**config.mk**
```make
export PLATFORM = sky130hd
export DESIGN_NAME = sem_token_bank
export DESIGN_NICKNAME = d
export VERILOG_FILES = /design/src/rtl/sem_pkg.sv /design/src/rtl/sem_port_dec.sv /design/src/rtl/sem_token_cell.sv /design/src/rtl/sem_read_reg.sv /design/src/rtl/sem_token_bank.sv
export SDC_FILE = /design/constraint.sdc
export NUM_CORES = 1
export LEC_CHECK = 0
export BUFFER_PORTS_ARGS = -buffer_cell sky130_fd_sc_hd__clkbuf_2
export CORE_MARGIN = 2
export CORE_UTILIZATION = 53
export CTS_BUF_LIST = sky130_fd_sc_hd__clkbuf_4
export CTS_CLUSTER_SIZE = 8
export DETAILED_ROUTE_END_ITERATION = 6
export GPL_TIMING_DRIVEN = 0
export PLACE_DENSITY = 0.86
export REMOVE_ABC_BUFFERS = 1
export SLEW_MARGIN = 10
export SYNTH_ARGS = -nofsm -noshare
export SYNTH_HDL_FRONTEND = slang
export SYNTH_SLANG_ARGS = --single-unit
```
**constraint.sdc**
```tcl
create_clock -name clk -period 3 [get_ports clk]
set_input_delay 0.3 -clock clk [delete_from_list [all_inputs] [get_ports clk]]
set_output_delay 0.3 -clock clk [all_outputs]
set_load 0.02 [all_outputs]
```
**src/rtl/sem_pkg.sv**
```systemverilog
package sem_pkg;

    localparam int TOK_CNT   = 8;
    localparam int TOK_IDX_W = $clog2(TOK_CNT);

    typedef enum logic [1:0] {
        OWN_NONE  = 2'd0,
        OWN_LEFT  = 2'd1,
        OWN_RIGHT = 2'd2
    } owner_e;

    typedef struct packed {
        owner_e owner;
        logic   pend_l;
        logic   pend_r;
    } tok_state_t;

    typedef struct packed {
        logic req;
        logic rel;
    } tok_op_t;

    // Pending flag of one side after this cycle's write from that side.
    function automatic logic pend_next(input tok_op_t op, input logic pend);
        if (op.req)
            return 1'b1;
        else if (op.rel)
            return 1'b0;
        return pend;
    endfunction

endpackage

```
**src/rtl/sem_port_dec.sv**
```systemverilog
module sem_port_dec
    import sem_pkg::*;
#(
    parameter int N_TOK = TOK_CNT,
    localparam int IDX_W = $clog2(N_TOK)
) (
    input  logic             sel,
    input  logic             mem_en,
    input  logic             we,
    input  logic             oe,
    input  logic [IDX_W-1:0] idx,
    input  logic             wbit,
    output logic [N_TOK-1:0] req,
    output logic [N_TOK-1:0] rel,
    output logic             rd_en
);
    logic acc;
    logic wr;

    assign acc   = sel && !mem_en;
    assign wr    = acc && we;
    assign rd_en = acc && oe && !we;

    for (genvar t = 0; t < N_TOK; t++) begin : g_tok
        assign req[t] = wr && (idx == IDX_W'(t)) && !wbit;
        assign rel[t] = wr && (idx == IDX_W'(t)) &&  wbit;
    end

    always_comb begin
        assert (!(req != '0 && rel != '0)) else $error("AST_ONE_OP_KIND");
    end
endmodule

```
**src/rtl/sem_token_cell.sv**
```systemverilog
module sem_token_cell
    import sem_pkg::*;
(
    input  logic    clk,
    input  logic    rst,
    input  tok_op_t l_op,
    input  tok_op_t r_op,
    output logic    view_l,
    output logic    view_r
);
    tok_state_t cur, nxt;
    logic pl, pr;

    always_comb begin
        pl  = pend_next(l_op, cur.pend_l);
        pr  = pend_next(r_op, cur.pend_r);
        nxt = cur;
        case (cur.owner)
            OWN_NONE: begin
                nxt.pend_l = 1'b0;
                nxt.pend_r = 1'b0;
                if (l_op.req) begin
                    nxt.owner  = OWN_LEFT;
                    nxt.pend_r = r_op.req;
                end else if (r_op.req) begin
                    nxt.owner = OWN_RIGHT;
                end
            end
            OWN_LEFT: begin
                nxt.pend_l = 1'b0;
                if (l_op.rel) begin
                    nxt.owner  = pr ? OWN_RIGHT : OWN_NONE;
                    nxt.pend_r = 1'b0;
                end else begin
                    nxt.pend_r = pr;
                end
            end
            OWN_RIGHT: begin
                nxt.pend_r = 1'b0;
                if (r_op.rel) begin
                    nxt.owner  = pl ? OWN_LEFT : OWN_NONE;
                    nxt.pend_l = 1'b0;
                end else begin
                    nxt.pend_l = pl;
                end
            end
            default: begin
                nxt.owner  = OWN_NONE;
                nxt.pend_l = 1'b0;
                nxt.pend_r = 1'b0;
            end
        endcase
    end

    always_ff @(posedge clk) begin
        if (rst) begin
            cur.owner  <= OWN_NONE;
            cur.pend_l <= 1'b0;
            cur.pend_r <= 1'b0;
        end else begin
            cur <= nxt;
        end
    end

    assign view_l = (cur.owner != OWN_LEFT);
    assign view_r = (cur.owner != OWN_RIGHT);

    AST_LEFT_HELD_KEPT: assert property (@(posedge clk) disable iff (rst)
        (cur.owner == OWN_LEFT && !l_op.rel) |=> (cur.owner == OWN_LEFT)) else $error("AST_LEFT_HELD_KEPT");
    AST_RIGHT_HELD_KEPT: assert property (@(posedge clk) disable iff (rst)
        (cur.owner == OWN_RIGHT && !r_op.rel) |=> (cur.owner == OWN_RIGHT)) else $error("AST_RIGHT_HELD_KEPT");
    AST_HANDOFF_TO_RIGHT: assert property (@(posedge clk) disable iff (rst)
        (cur.owner == OWN_LEFT && l_op.rel && cur.pend_r && !r_op.rel) |=> (cur.owner == OWN_RIGHT)) else $error("AST_HANDOFF_TO_RIGHT");
    AST_HANDOFF_TO_LEFT: assert property (@(posedge clk) disable iff (rst)
        (cur.owner == OWN_RIGHT && r_op.rel && cur.pend_l && !l_op.rel) |=> (cur.owner == OWN_LEFT)) else $error("AST_HANDOFF_TO_LEFT");
    AST_TIE_LEFT_WINS: assert property (@(posedge clk) disable iff (rst)
        (cur.owner == OWN_NONE && l_op.req && r_op.req) |=> (cur.owner == OWN_LEFT && cur.pend_r)) else $error("AST_TIE_LEFT_WINS");
    AST_FREE_NO_PEND: assert property (@(posedge clk) disable iff (rst)
        (cur.owner == OWN_NONE) |-> (!cur.pend_l && !cur.pend_r)) else $error("AST_FREE_NO_PEND");
    AST_VIEW_EXCL: assert property (@(posedge clk) disable iff (rst)
        (view_l || view_r)) else $error("AST_VIEW_EXCL");
endmodule

```
**src/rtl/sem_read_reg.sv**
```systemverilog
module sem_read_reg #(
    parameter int DATA_W = 16
) (
    input  logic              clk,
    input  logic              rst,
    input  logic              rd_en,
    input  logic              val,
    output logic [DATA_W-1:0] rdata
);
    always_ff @(posedge clk) begin
        if (rst)
            rdata <= '1;
        else if (rd_en)
            rdata <= {DATA_W{val}};
    end

    always_comb begin
        assert (rdata == '0 || rdata == '1 || $isunknown(rdata)) else $error("AST_RD_UNIFORM");
    end
endmodule

```
**src/rtl/sem_token_bank.sv**
```systemverilog
module sem_token_bank
    import sem_pkg::*;
#(
    parameter int N_TOK  = TOK_CNT,
    parameter int ADDR_W = 14,
    parameter int DATA_W = 16,
    localparam int IDX_W = $clog2(N_TOK)
) (
    input  logic              clk,
    input  logic              rst,
    input  logic              l_sel,
    input  logic              l_mem_en,
    input  logic              l_we,
    input  logic              l_oe,
    input  logic [ADDR_W-1:0] l_addr,
    input  logic [DATA_W-1:0] l_wdata,
    output logic [DATA_W-1:0] l_rdata,
    input  logic              r_sel,
    input  logic              r_mem_en,
    input  logic              r_we,
    input  logic              r_oe,
    input  logic [ADDR_W-1:0] r_addr,
    input  logic [DATA_W-1:0] r_wdata,
    output logic [DATA_W-1:0] r_rdata
);
    localparam int NP = 2;

    logic              p_sel    [NP];
    logic              p_mem_en [NP];
    logic              p_we     [NP];
    logic              p_oe     [NP];
    logic [IDX_W-1:0]  p_idx    [NP];
    logic              p_wbit   [NP];
    logic [N_TOK-1:0]  p_req    [NP];
    logic [N_TOK-1:0]  p_rel    [NP];
    logic              p_rd_en  [NP];
    logic              p_val    [NP];
    logic [DATA_W-1:0] p_rdata  [NP];
    logic [N_TOK-1:0]  view     [NP];

    // Address bits above the index and data bits above bit 0 are not used.
    logic unused_bits;
    assign unused_bits = ^{l_addr[ADDR_W-1:IDX_W], r_addr[ADDR_W-1:IDX_W],
                           l_wdata[DATA_W-1:1], r_wdata[DATA_W-1:1]};

    assign p_sel[0] = l_sel;    assign p_sel[1] = r_sel;
    assign p_mem_en[0] = l_mem_en; assign p_mem_en[1] = r_mem_en;
    assign p_we[0] = l_we;      assign p_we[1] = r_we;
    assign p_oe[0] = l_oe;      assign p_oe[1] = r_oe;
    assign p_idx[0] = l_addr[IDX_W-1:0];
    assign p_idx[1] = r_addr[IDX_W-1:0];
    assign p_wbit[0] = l_wdata[0];
    assign p_wbit[1] = r_wdata[0];

    for (genvar p = 0; p < NP; p++) begin : g_port
        sem_port_dec #(.N_TOK(N_TOK)) dec_i (
            .sel    (p_sel[p]),
            .mem_en (p_mem_en[p]),
            .we     (p_we[p]),
            .oe     (p_oe[p]),
            .idx    (p_idx[p]),
            .wbit   (p_wbit[p]),
            .req    (p_req[p]),
            .rel    (p_rel[p]),
            .rd_en  (p_rd_en[p])
        );

        assign p_val[p] = view[p][p_idx[p]];

        sem_read_reg #(.DATA_W(DATA_W)) rreg_i (
            .clk   (clk),
            .rst   (rst),
            .rd_en (p_rd_en[p]),
            .val   (p_val[p]),
            .rdata (p_rdata[p])
        );
    end

    for (genvar t = 0; t < N_TOK; t++) begin : g_cell
        tok_op_t lop, rop;
        logic    vl, vr;
        assign lop.req = p_req[0][t];
        assign lop.rel = p_rel[0][t];
        assign rop.req = p_req[1][t];
        assign rop.rel = p_rel[1][t];

        sem_token_cell cell_i (
            .clk    (clk),
            .rst    (rst),
            .l_op   (lop),
            .r_op   (rop),
            .view_l (vl),
            .view_r (vr)
        );
        assign view[0][t] = vl;
        assign view[1][t] = vr;
    end

    assign l_rdata = p_rdata[0];
    assign r_rdata = p_rdata[1];

    AST_REJECT_HOLD_L: assert property (@(posedge clk) disable iff (rst)
        (l_sel && l_mem_en) |=> $stable(l_rdata)) else $error("AST_REJECT_HOLD_L");
    AST_REJECT_HOLD_R: assert property (@(posedge clk) disable iff (rst)
        (r_sel && r_mem_en) |=> $stable(r_rdata)) else $error("AST_REJECT_HOLD_R");
    AST_NO_READ_HOLD: assert property (@(posedge clk) disable iff (rst)
        (!l_sel && !r_sel) |=> ($stable(l_rdata) && $stable(r_rdata))) else $error("AST_NO_READ_HOLD");
endmodule

```
**Word-level counts from Yosys, hierarchy flattened**

Cells that the tools add are included.

- Order comparisons: 2
- Equal/unequal tests: 70
- Multiplexer cells: 164
- Reduce and logical (&&, ||, !) cells: 80

Operators with widths:

| cell | number |
|---|---|
| 1-bit 2-to-1 mux | 114 |
| 4-bit case mux with 3 select lines | 8 |
| 2-bit 2-to-1 mux | 40 |
| 1-bit logical AND | 56 |
| 2-bit by 1-bit inequality test with 1-bit output (second input constant) | 24 |
| 3-bit == test (second input constant) | 8 |
| 3-bit by 1-bit inequality test with 1-bit output (second input constant) | 8 |
| 3-bit AND reduction | 8 |
| 2-bit by 1-bit == test with 1-bit output (second input constant) | 8 |
| 2-bit == test (second input constant) | 8 |
| 2-bit logical NOT | 8 |
| 2-bit inequality test (second input constant) | 8 |
| 3-bit by 2-bit == test with 1-bit output (second input constant) | 4 |
| 3-bit by 4-bit < comparator with 1-bit output (second input constant) | 2 |
| 1-bit binary-select mux with 3-bit select | 2 |
| 3-bit by 1-bit == test with 1-bit output (second input constant) | 2 |
| 1-bit logical NOT | 6 |
| 3-bit logical NOT | 2 |

- Register bits: 34
- Bits of input ports: 70
- Logic and storage cells: 342

**Depth between registers and ports, before layout**

- Depth in word-level cells: 11
- Depth in mapped cells: 7

**Hierarchy**

From an unflattened synthesis, not the netlist that was laid out.

- Cell total of the unflattened synthesis: 302
- Area, all modules: 2,675.1 µm²

By module, submodules not included:

| module | times used | cells an instance | area an instance (µm²) | sequential area each (µm²) |
|---|---|---|---|---|
| sem_token_cell | 8 | 25 | 229.0 | 80.1 |
| sem_port_dec | 2 | 30 | 210.2 | 0.0 |
| sem_read_reg | 2 | 18 | 147.6 | 20.0 |
| sem_token_bank | 1 | 6 | 127.6 | 0.0 |

**Least setup slack after synthesis**

OpenSTA, ideal clock, no wires.

- Path type: input port to flip-flop
- Start: input port l_wdata[0]
- End: register g_cell[4].cell_i.cur[2] (netlist name)
- Arrival: 1.493 ns
- Required time: 2.913 ns
- Path slack: 1.420 ns
- Stages: 6
- Cell sequence: buf_4 and4bb_4 and3_1 a31oi_1 or4_1 o31ai_1

- Cells in the longest elaborated chain, start to end: 7
- Elaborated cells between the ends (all ways): 14

Ends and longest elaborated chain:

| element | line | source |
|---|---|---|
| start, declared | sem_token_bank.sv:16 | `input logic [DATA_W-1:0] l_wdata,` |
| 1-bit logical AND or 1-bit logical NOT (tied branches) | sem_port_dec.sv:26, sem_port_dec.sv:25 |  |
| 1-bit 2-to-1 mux or 1-bit logical AND (tied branches) | sem_pkg.sv:27, sem_port_dec.sv:25 |  |
| 1-bit 2-to-1 mux | sem_pkg.sv:25 | `if (op.req)` |
| 1-bit 2-to-1 mux | sem_pkg.sv:29 | `return pend;` |
| 1-bit 2-to-1 mux | sem_token_cell.sv:41 | `nxt.owner = pl ? OWN_LEFT : OWN_NONE;` |
| 2-bit 2-to-1 mux | sem_token_cell.sv:40 | `if (r_op.rel) begin` |
| 4-bit case mux with 3 select lines | sem_token_cell.sv:18 | `case (cur.owner)` |
| end signal, assigned | sem_token_cell.sv:61 | `cur <= nxt;` |
| end, declared | sem_token_cell.sv:11 | `tok_state_t cur, nxt;` |

Several ways; a longest one is shown, not always the timed one. The select of a mux whose other input is x is not followed.
A chain may end at the register's enable or synchronous reset.

**Worst setup path after layout**

- Start: input port r_wdata[0]
- End: register g_cell[1].cell_i.cur[3] (netlist name)

- Cells in the longest elaborated chain, start to end: 7
- Elaborated cells between the ends (all ways): 13

Ends and longest elaborated chain:

| element | line | source |
|---|---|---|
| start, declared | sem_token_bank.sv:23 | `input logic [DATA_W-1:0] r_wdata,` |
| 1-bit logical AND or 1-bit logical NOT (tied branches) | sem_port_dec.sv:26, sem_port_dec.sv:25 |  |
| 1-bit 2-to-1 mux or 1-bit logical AND (tied branches) | sem_pkg.sv:27, sem_port_dec.sv:25 |  |
| 1-bit 2-to-1 mux | sem_pkg.sv:25 |  |
| 1-bit 2-to-1 mux | sem_pkg.sv:29 |  |
| 2-bit 2-to-1 mux | sem_token_cell.sv:32 | `nxt.owner = pr ? OWN_RIGHT : OWN_NONE;` |
| 2-bit 2-to-1 mux | sem_token_cell.sv:31 | `if (l_op.rel) begin` |
| 4-bit case mux with 3 select lines | sem_token_cell.sv:18 |  |
| end signal, assigned | sem_token_cell.sv:61 |  |
| end, declared | sem_token_cell.sv:11 |  |

Several ways; a longest one is shown, not always the timed one. The select of a mux whose other input is x is not followed.

==> metrics.txt <==
drt total wl=6.48 mm; Inserted Clock Buffers=5; critical path arrival=1.89 ns; drt first-iter violations=266; syn_area_per_cell=8.02 um2; gr ovfl total=0; Worst path max stage delay=0.56 ns; Least-Margin Pin Slew=0.718 ns; Max Cap Viol=0; Bufs and invs on worst path=1; CP startpoint kind=input pin; Unique masters post-synth=60; outcome=complete, no violations; Crit. End Element=flip-flop; Post-Syn Area=2620 um2; commonest cells after routing, fill and taps aside=clkbuf_2, dfxtp_1, nand2_1; power density cells=320 nW/um2; first-pass GRT wire length=10.7 mm; all-layer global routing usage=0.251; CP Class=input pin to flip-flop; Die Span Y=74.3 um; number of synthesis warnings=0; postcts setup bufs=0; cell family with most CP delay=compound AO/OA/AOI/OAI gates; Clk Latency, worst-skew pair=0.37 ns; R2R Setup Slk=1.45 ns; Overall Power=0.864 mW; initial core utilization=0.552; Leak=0.945 nW; Via-to-Cell Ratio=6.33; I/O pin total=102; most common library cell in the layout ignoring fill and taps=clkbuf_2; data required time of the worst path=3.23 ns; Setup TNS Final=0 ns; final core utilization=0.567; Core Region=4750 um2; Post-Synthesis Cells=327; Fin. Hold Viols=0; final period utilization=0.551; Placed Area=2640 um2; hold path startpoint=r_oe; Post-CTS Hold Fix Bufs=0; Die Area=5530 um2; clock buffer depth=2; FF+latch count, synth=34; first-pass detailed-route iteration total=6; asr flop ratio synth=0; largest net degree at the start of global routing=30; Routed WL per cell=15.9 um; Core Rows=25; Fin Clk Skew=0.0106 ns; Final nets=409; RSZ-0062 raised after global routing=no; area grow syn2layout=2.86%; critical path fanouts, max=11; Setup Viol. Count Final=0; Hold WC Path Type=input pin to flip-flop; share of layout cells above drive strength 1=0.229; final worst slack=1.35 ns; EDFF count, synth=0; Worst Hold Depth=3; CTS tree=done; FF-to-FF Start=g_cell[2].cell_i.cur[3]$_SDFFE_PP0P_; end of the worst hold path=g_port[1].rreg_i.rdata[0]$_SDFFE_PP1P_; cts repair resizes=0; post-route ant nets=0; dpl ws=1.06 ns; fin crit period=1.65 ns; top_reg_cell synth=dfxtp_1; CTS H-Tree Depth=2; r2r worst-path depth=5; max_slew headroom=0.521; Final HPWL DP=4.58 mm; highest clock rate=605 MHz; Stages on worst setup path=6; initial antenna violation count=0; DRC Markers=0; Final GP Congestion=0.967; RR Endpoint=g_port[0].rreg_i.rdata[0]$_SDFFE_PP1P_; buffers added on ports=49; post-route cell area=2700 um2; VDD IR max=210 uV; via count=2576; final slew viol count=0; die width=74.3 um; cells along the critical path=clkbuf_2 -> nand4b_1 -> o311ai_1 -> o21ai_1 -> nor3_1 -> nor4_1; register area share after synthesis=0.260; via count of the first global-routing pass=2309; clk root buf=clkbuf_4; register clock-pin slew on the reported worst setup and hold paths=0.12 ns; CTS Sinks=34; CP max stage cell=o311ai_1; ant diodes=0
==> through the flow <==
step                      hold WS (ns)  cells
after floorplan                  0.369    283
after global placement           0.453    399
after detailed placement         0.460    399
after CTS                        0.273    407
after global routing             0.272    407
final                            0.272    407
==> sequential cells by signal, summed over array words and instances, names as in the netlist <==
register and count:
g_cell.cell_i.cur 32, g_port.rreg_i.rdata 2
==> routing by layer <==
layer  vias to the layer above  share of wire  GRT usage
li1                       1220              -          -
met4                         0          0.023     0.0873
met3                        16           0.13     0.0447
met2                       168           0.43      0.406
met1                      1172           0.42      0.339
met5                         -              0          0
==> cell families after synthesis <==
logic type	count (synthesis)	share of synthesized area
simple gates	159	0.369
mux	6	0.0324
flops	34	0.260
buf+inv	48	0.123
compound gates	80	0.216
==> tightest hold or removal path: cells and delay by family <==
family          cells  cell delay (ns)
simple gates        1             0.14
buf+inv             1             0.08
compound gates      1             0.08
==> area by class of cell <==
type | instances | area (um2)
fillers | 453 | 2060
multi-input cells | 245 | 1620
flip-flops and latches | 34 | 681
repair buffers | 49 | 245
well taps | 67 | 83.8
clock buffers | 5 | 37.5
clock inverters | 3 | 16.3
inverters | 4 | 15.0
==> worst max path at each step <==
stage	start	end
2_1_floorplan	g_port[0].rreg_i.rdata[0]$_SDFFE_PP1P_	g_port[0].rreg_i.rdata[0]$_SDFFE_PP1P_
3_3_place_gp	r_addr[2]	g_cell[7].cell_i.cur[3]$_SDFFE_PP0P_
3_5_place_dp	l_addr[2]	g_cell[4].cell_i.cur[0]$_SDFF_PP0_
4_1_cts	r_addr[2]	g_cell[7].cell_i.cur[3]$_SDFFE_PP0P_
5_1_grt	l_addr[2]	g_cell[4].cell_i.cur[0]$_SDFF_PP0_
6_report	r_wdata[0]	g_cell[1].cell_i.cur[3]$_SDFFE_PP0P_
==> where the power goes <==
group | internal (mW) | switching, mW | total, mW
clock network | 0.0870 | 0.176 | 0.263
registers | 0.454 | 0.00580 | 0.460
logic | 0.0439 | 0.0973 | 0.141
total | 0.585 | 0.279 | 0.864
==> Yosys cell counts (all sizes together), types with 2 or more instances <==
cell type | instances | area share
a31oi | 6 | 0.014
mux4 | 2 | 0.017
nand4b | 4 | 0.016
nand3 | 14 | 0.027
buf | 40 | 0.11
or3 | 7 | 0.017
dfxtp | 34 | 0.26
o21ai | 18 | 0.034
o31ai | 3 | 0.0086
and2 | 2 | 0.0048
and4bb | 3 | 0.019
clkbuf | 4 | 0.0057
nor4 | 14 | 0.041
nand4bb | 3 | 0.019
o221a | 2 | 0.0086
a21oi | 22 | 0.042
a21o | 3 | 0.0086
nand2 | 26 | 0.038
or2 | 3 | 0.0072
inv | 4 | 0.0057
mux2i | 4 | 0.015
and3 | 9 | 0.025
nor3b | 3 | 0.010
nor2 | 24 | 0.034
nand2b | 16 | 0.038
a211oi | 5 | 0.016
and4b | 2 | 0.0076
a221oi | 2 | 0.0067
nor2b | 5 | 0.012
nor3 | 19 | 0.038
a2111oi | 6 | 0.033
and2b | 2 | 0.0057
a211o | 3 | 0.010
Power figures use the tool's default switching activity.
